### src/rtl/fg_pkg.sv
package fg_pkg;
  typedef enum logic [1:0] {
    ACT_NONE = 2'b00,
    ACT_HIGH = 2'b01,
    ACT_LOW  = 2'b10,
    ACT_HIZ  = 2'b11
  } trip_act_e;

  localparam int CFG_ADDR  = 0;
  localparam int STAT_ADDR = 1;

  localparam int ST_INT = 0;
  localparam int ST_OS  = 1;
  localparam int ST_CBC = 2;
  localparam int ST_W   = 3;
endpackage

### src/rtl/fg_sync.sv
module fg_sync #(
  parameter int W = 2
) (
  input  logic         clk,
  input  logic         rst_n,
  input  logic [W-1:0] async_n,
  output logic [W-1:0] sync_n
);
  logic [W-1:0] meta_q;

  always_ff @(posedge clk or negedge rst_n) begin
    if (!rst_n) begin
      meta_q <= '1;
      sync_n <= '1;
    end else begin
      meta_q <= async_n;
      sync_n <= meta_q;
    end
  end
endmodule

### src/rtl/fg_trip_core.sv
module fg_trip_core #(
  parameter int NF = 2
) (
  input  logic          clk,
  input  logic          rst_n,
  input  logic [NF-1:0] fault_act,
  input  logic [NF-1:0] os_en,
  input  logic [NF-1:0] cbc_en,
  input  logic          ie_os,
  input  logic          ie_cbc,
  input  logic          ctr_zero,
  input  logic          clr_os,
  input  logic          clr_cbc,
  input  logic          clr_int,
  output logic          os_hit,
  output logic          cbc_hit,
  output logic          os_trip,
  output logic          cbc_trip,
  output logic          cbc_flag,
  output logic          int_flag
);
  logic int_set;

  always_comb begin
    os_hit  = |(fault_act & os_en);
    cbc_hit = |(fault_act & cbc_en);
    int_set = (os_hit & ie_os) | (cbc_hit & ie_cbc);
  end

  always_ff @(posedge clk or negedge rst_n) begin
    if (!rst_n) begin
      os_trip  <= 1'b0;
      cbc_trip <= 1'b0;
      cbc_flag <= 1'b0;
      int_flag <= 1'b0;
    end else begin
      os_trip  <= os_hit  | (os_trip  & ~clr_os);
      cbc_trip <= cbc_hit | (cbc_trip & ~ctr_zero);
      cbc_flag <= cbc_hit | (cbc_flag & ~clr_cbc);
      int_flag <= int_set | (int_flag & ~clr_int);
    end
  end
endmodule

### src/rtl/fg_action_mux.sv
module fg_action_mux
  import fg_pkg::*;
(
  input  trip_act_e act,
  input  logic      tripped,
  input  logic      pwm_in,
  output logic      pwm_out,
  output logic      pwm_oe
);
  always_comb begin
    pwm_out = pwm_in;
    pwm_oe  = 1'b1;
    if (tripped) begin
      case (act)
        ACT_HIGH: pwm_out = 1'b1;
        ACT_LOW:  pwm_out = 1'b0;
        ACT_HIZ: begin
          pwm_out = 1'b0;
          pwm_oe  = 1'b0;
        end
        default:  pwm_out = pwm_in;
      endcase
    end
  end
endmodule

### src/rtl/pwm_fault_guard.sv
module pwm_fault_guard
  import fg_pkg::*;
#(
  parameter int NF     = 2,
  parameter int ADDR_W = 2,
  parameter int DATA_W = 16
) (
  input  logic              clk,
  input  logic              rst_n,
  input  logic [NF-1:0]     fault_n,
  input  logic              ctr_zero,
  input  logic              pwm_a_in,
  input  logic              pwm_b_in,
  input  logic              wr_en,
  input  logic [ADDR_W-1:0] wr_addr,
  input  logic [DATA_W-1:0] wr_data,
  input  logic [ADDR_W-1:0] rd_addr,
  output logic [DATA_W-1:0] rd_data,
  output logic              pwm_a_out,
  output logic              pwm_a_oe,
  output logic              pwm_b_out,
  output logic              pwm_b_oe,
  output logic              irq
);
  localparam int OS_LO  = 0;
  localparam int CBC_LO = NF;
  localparam int ACTA   = 2 * NF;
  localparam int ACTB   = 2 * NF + 2;
  localparam int IE_OS  = 2 * NF + 4;
  localparam int IE_CBC = 2 * NF + 5;
  localparam int CFG_W  = 2 * NF + 6;
  localparam int NOUT   = 2;

  logic [CFG_W-1:0] cfg_q;
  logic [NF-1:0]    sync_n;
  logic             cfg_we, stat_we;
  logic             clr_os, clr_cbc, clr_int;
  logic             os_hit, cbc_hit, os_trip, cbc_trip, cbc_flag, int_flag;
  logic             tripped;
  trip_act_e        act      [NOUT];
  logic             pin_in   [NOUT];
  logic             pin_out  [NOUT];
  logic             pin_oe   [NOUT];

  assign cfg_we  = wr_en && (wr_addr == ADDR_W'(CFG_ADDR));
  assign stat_we = wr_en && (wr_addr == ADDR_W'(STAT_ADDR));
  assign clr_int = stat_we && wr_data[ST_INT];
  assign clr_os  = stat_we && wr_data[ST_OS];
  assign clr_cbc = stat_we && wr_data[ST_CBC];

  always_ff @(posedge clk or negedge rst_n) begin
    if (!rst_n) cfg_q <= '0;
    else if (cfg_we) cfg_q <= wr_data[CFG_W-1:0];
  end

  fg_sync #(.W(NF)) u_sync (
    .clk     (clk),
    .rst_n   (rst_n),
    .async_n (fault_n),
    .sync_n  (sync_n)
  );

  fg_trip_core #(.NF(NF)) u_core (
    .clk       (clk),
    .rst_n     (rst_n),
    .fault_act (~sync_n),
    .os_en     (cfg_q[OS_LO +: NF]),
    .cbc_en    (cfg_q[CBC_LO +: NF]),
    .ie_os     (cfg_q[IE_OS]),
    .ie_cbc    (cfg_q[IE_CBC]),
    .ctr_zero  (ctr_zero),
    .clr_os    (clr_os),
    .clr_cbc   (clr_cbc),
    .clr_int   (clr_int),
    .os_hit    (os_hit),
    .cbc_hit   (cbc_hit),
    .os_trip   (os_trip),
    .cbc_trip  (cbc_trip),
    .cbc_flag  (cbc_flag),
    .int_flag  (int_flag)
  );

  assign tripped   = os_trip | cbc_trip;
  assign act[0]    = trip_act_e'(cfg_q[ACTA +: 2]);
  assign act[1]    = trip_act_e'(cfg_q[ACTB +: 2]);
  assign pin_in[0] = pwm_a_in;
  assign pin_in[1] = pwm_b_in;

  for (genvar g = 0; g < NOUT; g++) begin : g_out
    fg_action_mux u_mux (
      .act     (act[g]),
      .tripped (tripped),
      .pwm_in  (pin_in[g]),
      .pwm_out (pin_out[g]),
      .pwm_oe  (pin_oe[g])
    );
  end

  assign pwm_a_out = pin_out[0];
  assign pwm_a_oe  = pin_oe[0];
  assign pwm_b_out = pin_out[1];
  assign pwm_b_oe  = pin_oe[1];
  assign irq       = int_flag;

  always_comb begin
    rd_data = '0;
    if (rd_addr == ADDR_W'(CFG_ADDR)) begin
      rd_data[CFG_W-1:0] = cfg_q;
    end else if (rd_addr == ADDR_W'(STAT_ADDR)) begin
      rd_data[ST_INT] = int_flag;
      rd_data[ST_OS]  = os_trip;
      rd_data[ST_CBC] = cbc_flag;
    end
  end
endmodule

### config.mk
export PLATFORM = sky130hd
export DESIGN_NAME = pwm_fault_guard
export DESIGN_NICKNAME = d
export VERILOG_FILES = /design/src/rtl/fg_pkg.sv /design/src/rtl/fg_sync.sv /design/src/rtl/fg_trip_core.sv /design/src/rtl/fg_action_mux.sv /design/src/rtl/pwm_fault_guard.sv
export SDC_FILE = /design/constraint.sdc
export NUM_CORES = 1
export LEC_CHECK = 0
export BUFFER_PORTS_ARGS = -buffer_cell sky130_fd_sc_hd__buf_4
export CORE_MARGIN = 4
export CORE_UTILIZATION = 46
export DETAILED_ROUTE_END_ITERATION = 6
export GPL_TIMING_DRIVEN = 0
export MAX_ROUTING_LAYER = met4
export PLACE_DENSITY_LB_ADDON = 0.1
export SLEW_MARGIN = 20
export SYNTH_ARGS = -nofsm -noshare
export SYNTH_HDL_FRONTEND = slang
export SYNTH_SLANG_ARGS = --single-unit
### constraint.sdc
create_clock -name clk -period 2.05 [get_ports clk]
set_input_delay 0.205 -clock clk [delete_from_list [all_inputs] [get_ports clk]]
set_output_delay 0.205 -clock clk [all_outputs]
set_load 0.02 [all_outputs]
==> impl_results.md, run 1 <==
- Status: complete, no violations
- WL/cell: ~12 um
- DP HPWL: around 1.4 mm
- CP arrival: between 1.5 and 2 ns
- Largest net degree at the start of global routing: 19
- Crit-path max FO: 6
- Pint: approximately 0.66 mW
- Routed WL: approximately 1.8 mm
- Crit-path max cell delay: 0.41 ns
- Crit path from: u_core.os_trip
- Top cells by area, synth: dfrtp_1, dfstp_2, buf_4
- Vias: 690
- Placed Cells: around 140
- Register share of total power: 0.470
- Hold Vio Cnt, Final: 0
- R2R cell count: 2
- DR DRC count: 0
- TNS Setup: 0 ns
- Root buffer cell: clkbuf_4
- Slowest CP cell: dfrtp_1
- Layout Nets: 155
- Clk sinks: 18
- Final worst path period need: 1.746 ns
- Achievable clock frequency: 572.7 MHz
- Power per cell area: between 700 and 800 nW/um^2
- Final Max Tran Viols: 0
- H-tree depth: 1
- Die area: 2637 um^2
- Top delay family on crit path: flip-flops
- Part of the power in the clock network: 0.234
- FF-to-FF setup slack: approximately 0.96 ns
- Clock Skew: a little over 0.004 ns
- Hold depth: 3
- Mapped cell area: between 800 and 900 um^2
- Finished Core Util: 0.7125
- Syn. warnings: 0
- EDFF count, synth: 0
- Remaining Overflow, GRT: 0
- Crit Path Category: flip-flop to output port
- #FFs+latches synth: 18
- CP Launch Type: flip-flop
- Area share of the largest cell type after synthesis: 0.4052
- Initial antenna violation count: 0
- Seq/Total Area, Yosys: 0.5268
- Starting density of the core: 0.4953
- Total Routing Usage GR: 0.1651
- Net Sw Power: 0.2840 mW
- Crit path cell chain: or2_2, clkbuf_1, a21oi_1, a21oi_1, buf_4
- Sw Share: 0.3004
- Period utilisation layout: 0.8517
- Worst-case clock buffer depth: 2
- Ys flop type: dfrtp_1
- DRT iter0 DRCs: 9
- Hold crit path type: input pin to flip-flop
- Core ar.: roughly 1700 um^2
- Levels on crit path: 5
- Avg Inst Size Synth: 10.94 um^2
- WHS: ~0.11 ns
- Hold wc startpoint: wr_data[3]
- CTS Buf Count: 3
- I/O pin count: just under 50
- Most frequent cells after synthesis: dfrtp_1, and2_1, buf_4, nand2_1, inv_1
- Setup Fix Bufs, Post-CTS: 0
- Layout cells sized above 1: 0.4683
- Fin cells: 151
- Die Y: between 50 and 60 um
- Synth-to-Final Area Change: 43.85%
- R2r endpoint: u_core.int_flag
- Cell Rows: 15
- Crit path capture type: output port
- Critical Path RT: ~1.9 ns
- Peak supply drop: around 0.57 mV
- Combinational share of power: 0.297
- RSZ-0062 raised after global routing: false
- Worst path bufs/invs: 2
- Post-synth cell types: 24
- Fill cells: roughly 150
- Via/cell ratio: around 4.6
- First-pass GRT wire length: about 3.0 mm
- Clock transition at path regs: 0.10 ns
- Critical R2R Launch: u_sync.sync_n[0]
- Clock latency on the worst-skew pair: ~0.30 ns
- Die extent in x: about 51 um
- Vias in the first global route: slightly above 700
- Final setup fails: 0
- Antenna-violating nets left: 0
- I/O Buffers: 35
- Max Cap Viol: 0
- Worst Hold Path EP: cfg_q[3]
- Leak Pwr: between 0.6 and 0.7 nW
- Top cell by count, worst path: a21oi_1
- Area leader, netlist: dfrtp_1
- Gpl congestion: around 0.74
- Ant diodes: 0
- Async S/R FF share, synth: 1.000
- Count leader, synth: dfrtp_1
- First-pass DRT Iterations: 3
- Mapped Cells: 79
- CTS tree: done
==> per-stage QoR <==
step                      total power, mW  worst slack [ns]  instance area (um^2)
after floorplan                    0.6072            0.6746                 883.3
after global routing                1.007            0.1400                  1244
after CTS                          0.9595            0.2825                  1244
final                              0.9455            0.3040                  1244
after detailed placement           0.7292            0.6424                  1177
after global placement             0.7189            0.6629                  1177
==> cell usage in the layout, fill, tap and decap left out, types with 3 or more instances in the layout <==
cell / Yosys / routed
buf_4: 6 / 41
dfrtp_1: 14 / 14
and2_1: 6 / 6
nand2_1: 6 / 6
conb_1: 1 / 6
inv_1: 5 / 5
nor2_1: 4 / 4
a21oi_1: 4 / 4
mux2_2: 4 / 4
o21ai_0: 4 / 4
dfstp_2: 4 / 4
mux2i_1: 3 / 3
a21o_1: 3 / 3
clkbuf_4: 0 / 3
dlygate4sd3_1: 0 / 3
==> flip-flops by register name (all words and copies together), names as in the netlist <==
register and flops:
u_core.cbc_flag 1, u_core.os_trip 1, u_core.cbc_trip 1, u_sync.sync_n 2, u_sync.meta_q 2, cfg_q 10
u_core.int_flag 1
==> how the worst max path moves through the flow <==
stage	to	slack [ns]
finish	pwm_a_out	0.30
floorplan	pwm_a_out	0.67
CTS	pwm_b_out	0.28
global route	pwm_a_out	0.14
global placement	pwm_a_out	0.66
detailed placement	pwm_b_out	0.64
==> layer usage <==
metal / part of all wire / routed length (um) / vias to the layer above / GRT usage
met2: 0.49 / 880 / 30 / 0.2618
met4: 0.028 / 50 / 0 / 0.1092
met1: 0.39 / 701 / 310 / 0.1918
met3: 0.088 / 158 / 5 / 0.02915
met5: 0 / 0 / - / -
li1: - / - / 345 / -
==> kinds of logic after synthesis <==
| family | after synthesis | share of synthesized area |
|---|---|---|
| AOI/OAI and AO/OA | 15 | 0.1071 |
| DFF | 18 | 0.5268 |
| muxes | 9 | 0.1216 |
| and+or+nand+nor | 22 | 0.1447 |
| other | 1 | 0.004337 |
| buffers and inverters | 14 | 0.09551 |
==> worst reg2reg max path, stage by stage, from the launching register on <==
cell and delay [ns]:
dfstp_2 0.55, o22ai_1 0.09, a221o_1 0.35
==> timing repair <==
| action | 4_1_cts | 5_1_grt |
|---|---|---|
| hold buffers | 3 | 0 |
| hold endpoints to repair | 20 | 0 |
| resized for setup | 0 | 0 |
==> power by group through the flow <==
stage	Sequential (mW)	Combinational (mW)	Clock [mW]
5_1_grt	0.453	0.308	0.246
4_1_cts	0.444	0.283	0.232
3_5_place_dp	0.452	0.278	0
6_report	0.444	0.280	0.221
2_1_floorplan	0.446	0.162	0
3_3_place_gp	0.448	0.271	0
==> final cells by class <==
| type | instances | area [um^2] | share of cell area |
|---|---|---|---|
| repair buffers | 38 | 292.8 | 0.2354 |
| multi-input cells | 52 | 345.3 | 0.2777 |
| well taps | 25 | 31.28 | 0.02515 |
| inverters | 5 | 18.77 | 0.01509 |
| plain buffers | 9 | 63.81 | 0.05131 |
| clock buffers | 4 | 36.28 | 0.02918 |
| flip-flops and latches | 18 | 455.4 | 0.3662 |
(Power assumes the default switching activity.)
==> run 2, diff against run 1 <==
CORE_UTILIZATION = 30   (was 46)
SLEW_MARGIN = default   (was 20)
==> run 2 against run 1 <==
  * Register-to-register slack hardly changed
  * Wire length increased by 7.7%
  * Fmax is 0.73% lower
  * Critical path depth is the same
  * Die area grew 44%
  * First-iteration DRC count fell by 11%
  * Worst hold slack got worse by 0.088 ns
  * Count of clock-buffer cells in the layout is the same
  * Final cell count increased by 3.3%
  * Largest power group unchanged
==> impl_results.md, run 2 (same netlist as run 1, synthesis figures left out) <==
- Status: complete, no violations
- Clock Skew: about 0.0042 ns
- Hold depth: 1
- Levels on crit path: 5
- WHS: between 0.015 and 0.02 ns
- Fin cells: roughly 160
- Worst-case clock buffer depth: 2
- Clock latency on the worst-skew pair: approximately 0.28 ns
- Final worst path period need: around 1.8 ns
- Slowest CP cell: dfrtp_1
- Leak Pwr: around 0.6 nW
- DP HPWL: 1.516 mm
- CP arrival: 1.55 ns
- Post-DP Area: 1185 um^2
- Achievable clock frequency: between 500 and 600 MHz
- Commonest non-fill, non-tap cell in the layout: buf_4
- Max reg flops: 10
- Max Cap Viol: 0
- Post-route design area: between 1000 and 1500 um^2
- Die Y: roughly 62 um
- Final worst slack: approximately 0.29 ns
- Critical R2R Launch: u_sync.sync_n[1]
- Via/cell ratio: ~4.4
- Multi-input logic area: 345.3 um^2
- Crit path cell chain: or2_2, clkbuf_1, a21oi_1, a21oi_1, buf_4
- Most frequent cells in the layout: buf_4, dfrtp_1, and2_1, nand2_1, conb_1
- H-tree depth: 1
- DRT iter0 DRCs: 8
- Vias in the first global route: approximately 670
- Hold crit path type: input pin to flip-flop
- I/O pin count: slightly below 50
- Crit path from: u_core.os_trip
- TNS Setup: 0 ns
- First-pass DRT Iterations: 4
- Largest regs: cfg_q (10), u_sync.meta_q (2), u_sync.sync_n (2)
- I/O Buffers: 35
- Crit-path max cell delay: 0.41 ns
- Cell Rows: 19
- Worst Hold Path EP: u_sync.meta_q[1]
- Starting density of the core: 0.3135
- Root buffer cell: clkbuf_4
- Peak supply drop: 0.3599 mV
- Period utilisation layout: 0.8580
- WL/cell: 12.35 um
- Crit-path max FO: 6
- Worst path bufs/invs: 2
- Routed WL: 1.927 mm
- Hold wc startpoint: fault_n[1]
- Gates resized, CTS repair: 0
- Hold Vio Cnt, Final: 0
- Largest net degree at the start of global routing: 19
- Remaining Overflow, GRT: 0
- Final Max Tran Viols: 0
- Core ar.: between 2000 and 3000 um^2
- First-pass GRT wire length: roughly 3.1 mm
- Ant diodes: 0
- Vias: 685
- Antenna-violating nets left: 0
- Crit path capture type: output port
- Gpl congestion: approximately 0.81
- DR DRC count: 0
- Synth-to-Final Area Change: 42.40%
- Fill cells: about 300
- Tot Pwr: ~0.90 mW
- Placed Cells: 150
- Die extent in x: 61.69 um
- RSZ-0062 raised after global routing: false
- Final setup fails: 0
- FF-to-FF setup slack: 0.97 ns
- Layout cells sized above 1: 0.4640
- Top delay family on crit path: flip-flops
- CTS Buf Count: 3
- Sequential Area: between 400 and 500 um^2
- Top reg by flops: cfg_q
- Finished Core Util: 0.4465
- Place WS: approximately 0.60 ns
- R2r endpoint: u_core.int_flag
- Clk sinks: 18
- Critical Path RT: roughly 1.9 ns
- Top cell by count, worst path: a21oi_1
- Layout Nets: 154
- Initial antenna violation count: 0
- CP Launch Type: flip-flop
- Power per cell area: approximately 730 nW/um^2
- CTS tree: done
- R2R cell count: 2
- Clock transition at path regs: ~0.1 ns
- Total Routing Usage GR: 0.1151
- Crit Path Category: flip-flop to output port
- Die area: approximately 3800 um^2
run 2: layer usage:
layer | global-route usage | vias to the layer above | routed length (um) | share of wire
met5 | - | - | 0 | 0
met4 | 0.06364 | 0 | 21 | 0.011
met3 | 0.01887 | 2 | 132 | 0.069
met2 | 0.1689 | 23 | 930 | 0.48
met1 | 0.1499 | 317 | 843 | 0.44
li1 | - | 343 | - | -
run 2: area by class of cell:
cell class                      count  share of cell area
Timing Repair Buffer               37              0.2297
Sequential cell                    18              0.3699
Buffer                              9             0.05183
Tap cell                           31             0.03150
Clock buffer                        4             0.02134
Inverter                            5             0.01524
Multi-Input combinational cell     52              0.2805
run 2: worst max path at each step:
| stage | end | slack [ns] |
|---|---|---|
| detailed placement | pwm_a_out | 0.60 |
| floorplan | pwm_a_out | 0.67 |
| global route | pwm_a_out | 0.20 |
| finish | pwm_a_out | 0.29 |
| CTS | pwm_a_out | 0.27 |
| global placement | pwm_a_out | 0.64 |
run 2: repair_timing:
| item | in CTS | in global routing |
|---|---|---|
| hold buffers | 1 | 1 |
| setup buffers | 0 | 0 |
| hold endpoints to repair | 14 | 1 |
run 2: report_power, final:
| group | switching (mW) | total, mW | internal, mW |
|---|---|---|---|
| sequential | 0.0360 | 0.446 | 0.410 |
| clock | 0.103 | 0.179 | 0.0755 |
| combinational | 0.136 | 0.278 | 0.142 |
==> run 3, diff against run 2 <==
CELL_PAD_IN_SITES_DETAIL_PLACEMENT = 0   (was default)
CELL_PAD_IN_SITES_GLOBAL_PLACEMENT = 1   (was default)
CORE_ASPECT_RATIO = 1.2   (was default)
CORE_UTILIZATION = 33   (was 30)
==> run 3 against run 2 <==
  * Critical endpoint is now pwm_b_out
  * Highest routed layer unchanged
  * Count of clock-buffer cells in the layout is the same
  * Flip-flop and latch count is the same
  * Die area shrank 7.9%
  * Worst setup slack is essentially flat
  * Critical path depth is the same
  * Sequential share of layout area shrank 0.66 points
  * Wire length shrank 6.7%
  * Global-route usage grew 0.81 points
  * Design area grew 1.8%
  * Final cell count grew 1.9%
==> impl_results.md, run 3 (same netlist as run 1, synthesis figures left out) <==
- Status: complete, no violations
- Core ar.: around 2500 um^2
- Gates resized, CTS repair: 0
- Layout Nets: ~160
- Hold wc startpoint: wr_data[3]
- R2R cell count: 2
- Fin cells: 159
- CTS Buf Count: 3
- Clk sinks: 18
- Leak Pwr: approximately 0.62 nW
- Crit path capture type: output port
- Final Max Tran Viols: 0
- Worst-case clock buffer depth: 2
- Synth-to-Final Area Change: 45.01%
- TNS Setup: 0 ns
- Max reg flops: 10
- Routed WL: ~1.8 mm
- Layout cells sized above 1: 0.4683
- Period utilisation layout: 0.8578
- Cell Rows: 20
- Max Cap Viol: 0
- Ant diodes: 0
- Achievable clock frequency: about 570 MHz
- Via/cell ratio: 4.270
- Peak supply drop: about 0.43 mV
- DRT iter0 DRCs: 9
- Sequential Area: ~460 um^2
- Commonest non-fill, non-tap cell in the layout: buf_4
- DP HPWL: 1.434 mm
- Root buffer cell: clkbuf_4
- CTS tree: done
- Critical R2R Launch: u_sync.sync_n[0]
- Initial antenna violation count: 0
- Hold Vio Cnt, Final: 0
- Largest net degree at the start of global routing: 19
- First-pass GRT wire length: about 3.0 mm
- CP Launch Type: flip-flop
- Post-CTS Hold Buffers: 3
- Largest regs: cfg_q (10), u_sync.meta_q (2), u_sync.sync_n (2)
- Die Y: approximately 64 um
- RSZ-0062 raised after global routing: false
- R2r endpoint: u_core.int_flag
- Crit-path max FO: 6
- Tot Pwr: about 0.94 mW
- Vias in the first global route: 699
- Clock Skew: approximately 0.011 ns
- Power per cell area: 751.0 nW/um^2
- Remaining Overflow, GRT: 0
- Hold depth: 3
- Critical Path RT: 1.85 ns
- Die area: around 3500 um^2
- Gpl congestion: 0.7251
- Fill cells: around 260
- Final worst path period need: approximately 1.8 ns
- FF-to-FF setup slack: a little under 1 ns
- CP arrival: 1.55 ns
- Vias: 679
- I/O Buffers: 35
- First-pass DRT Iterations: 3
- Antenna-violating nets left: 0
- Setup Fix Bufs, Post-CTS: 0
- WL/cell: ~11 um
- Placed Cells: between 150 and 200
- Clock latency on the worst-skew pair: just under 0.3 ns
- Starting density of the core: 0.3421
- Total Routing Usage GR: 0.1232
- Multi-input logic area: roughly 350 um^2
- Die extent in x: 54.73 um
- Top reg by flops: cfg_q
- H-tree depth: 1
- Hold crit path type: input pin to flip-flop
- Worst Hold Path EP: cfg_q[3]
- Most frequent cells in the layout: buf_4, dfrtp_1, and2_1, nand2_1, conb_1
- DR DRC count: 0
- Clock transition at path regs: about 0.11 ns
- Crit Path Category: flip-flop to output port
- Final setup fails: 0
- I/O pin count: between 40 and 50
run 3: cell type report:
class	instances	area share
buffer	9	0.05090
clock buffer	4	0.02894
inverter	5	0.01497
multi-input combinational	52	0.2754
sequential	18	0.3633
tap	33	0.03293
timing repair buffer	38	0.2335
run 3: through the flow:
stage | hold WS (ns) | area (um^2) | utilization | setup slack [ns]
floorplan | -0.09059 | 883.3 | - | 0.6746
global placement | 0.08568 | 1187 | 0.4698 | 0.6392
detailed placement | 0.08647 | 1187 | 0.4698 | 0.6314
CTS | 0.1029 | 1254 | 0.4960 | 0.2863
global route | 0.1042 | 1254 | 0.4960 | 0.1358
finish | 0.1171 | 1254 | 0.4960 | 0.2914
run 3: where the power goes:
group | switching (mW) | leakage [nW] | total [mW] | internal, mW
Sequential | 0.0339 | 0.202 | 0.443 | 0.410
Clock | 0.110 | 0.0210 | 0.218 | 0.108
Combinational | 0.137 | 0.395 | 0.280 | 0.143
Total | 0.281 | 0.618 | 0.942 | 0.661
run 3: critical path, stage by stage, from the launching register on:
cell and delay (ns):
dfrtp_1 0.42, or2_2 0.30, clkbuf_1 0.16, a21oi_1 0.16, a21oi_1 0.06, buf_4 0.17
run 3: how the worst max path moves through the flow:
stage / to / cells after the start / startpoint / slack, ns
global placement: pwm_b_out / 5 / u_core.os_trip / 0.64
detailed placement: pwm_a_out / 5 / u_core.os_trip / 0.63
global route: pwm_a_out / 5 / u_core.os_trip / 0.14
floorplan: pwm_a_out / 3 / u_core.os_trip / 0.67
CTS: pwm_b_out / 5 / u_core.os_trip / 0.29
finish: pwm_b_out / 5 / u_core.os_trip / 0.29
run 3: metal layers:
layer,GRT usage,share of wire,vias to the layer above
met5,-,0,-
met4,0.06542,0.011,0
met3,0.02797,0.077,2
met2,0.1923,0.48,24
met1,0.1420,0.43,310
li1,-,-,343
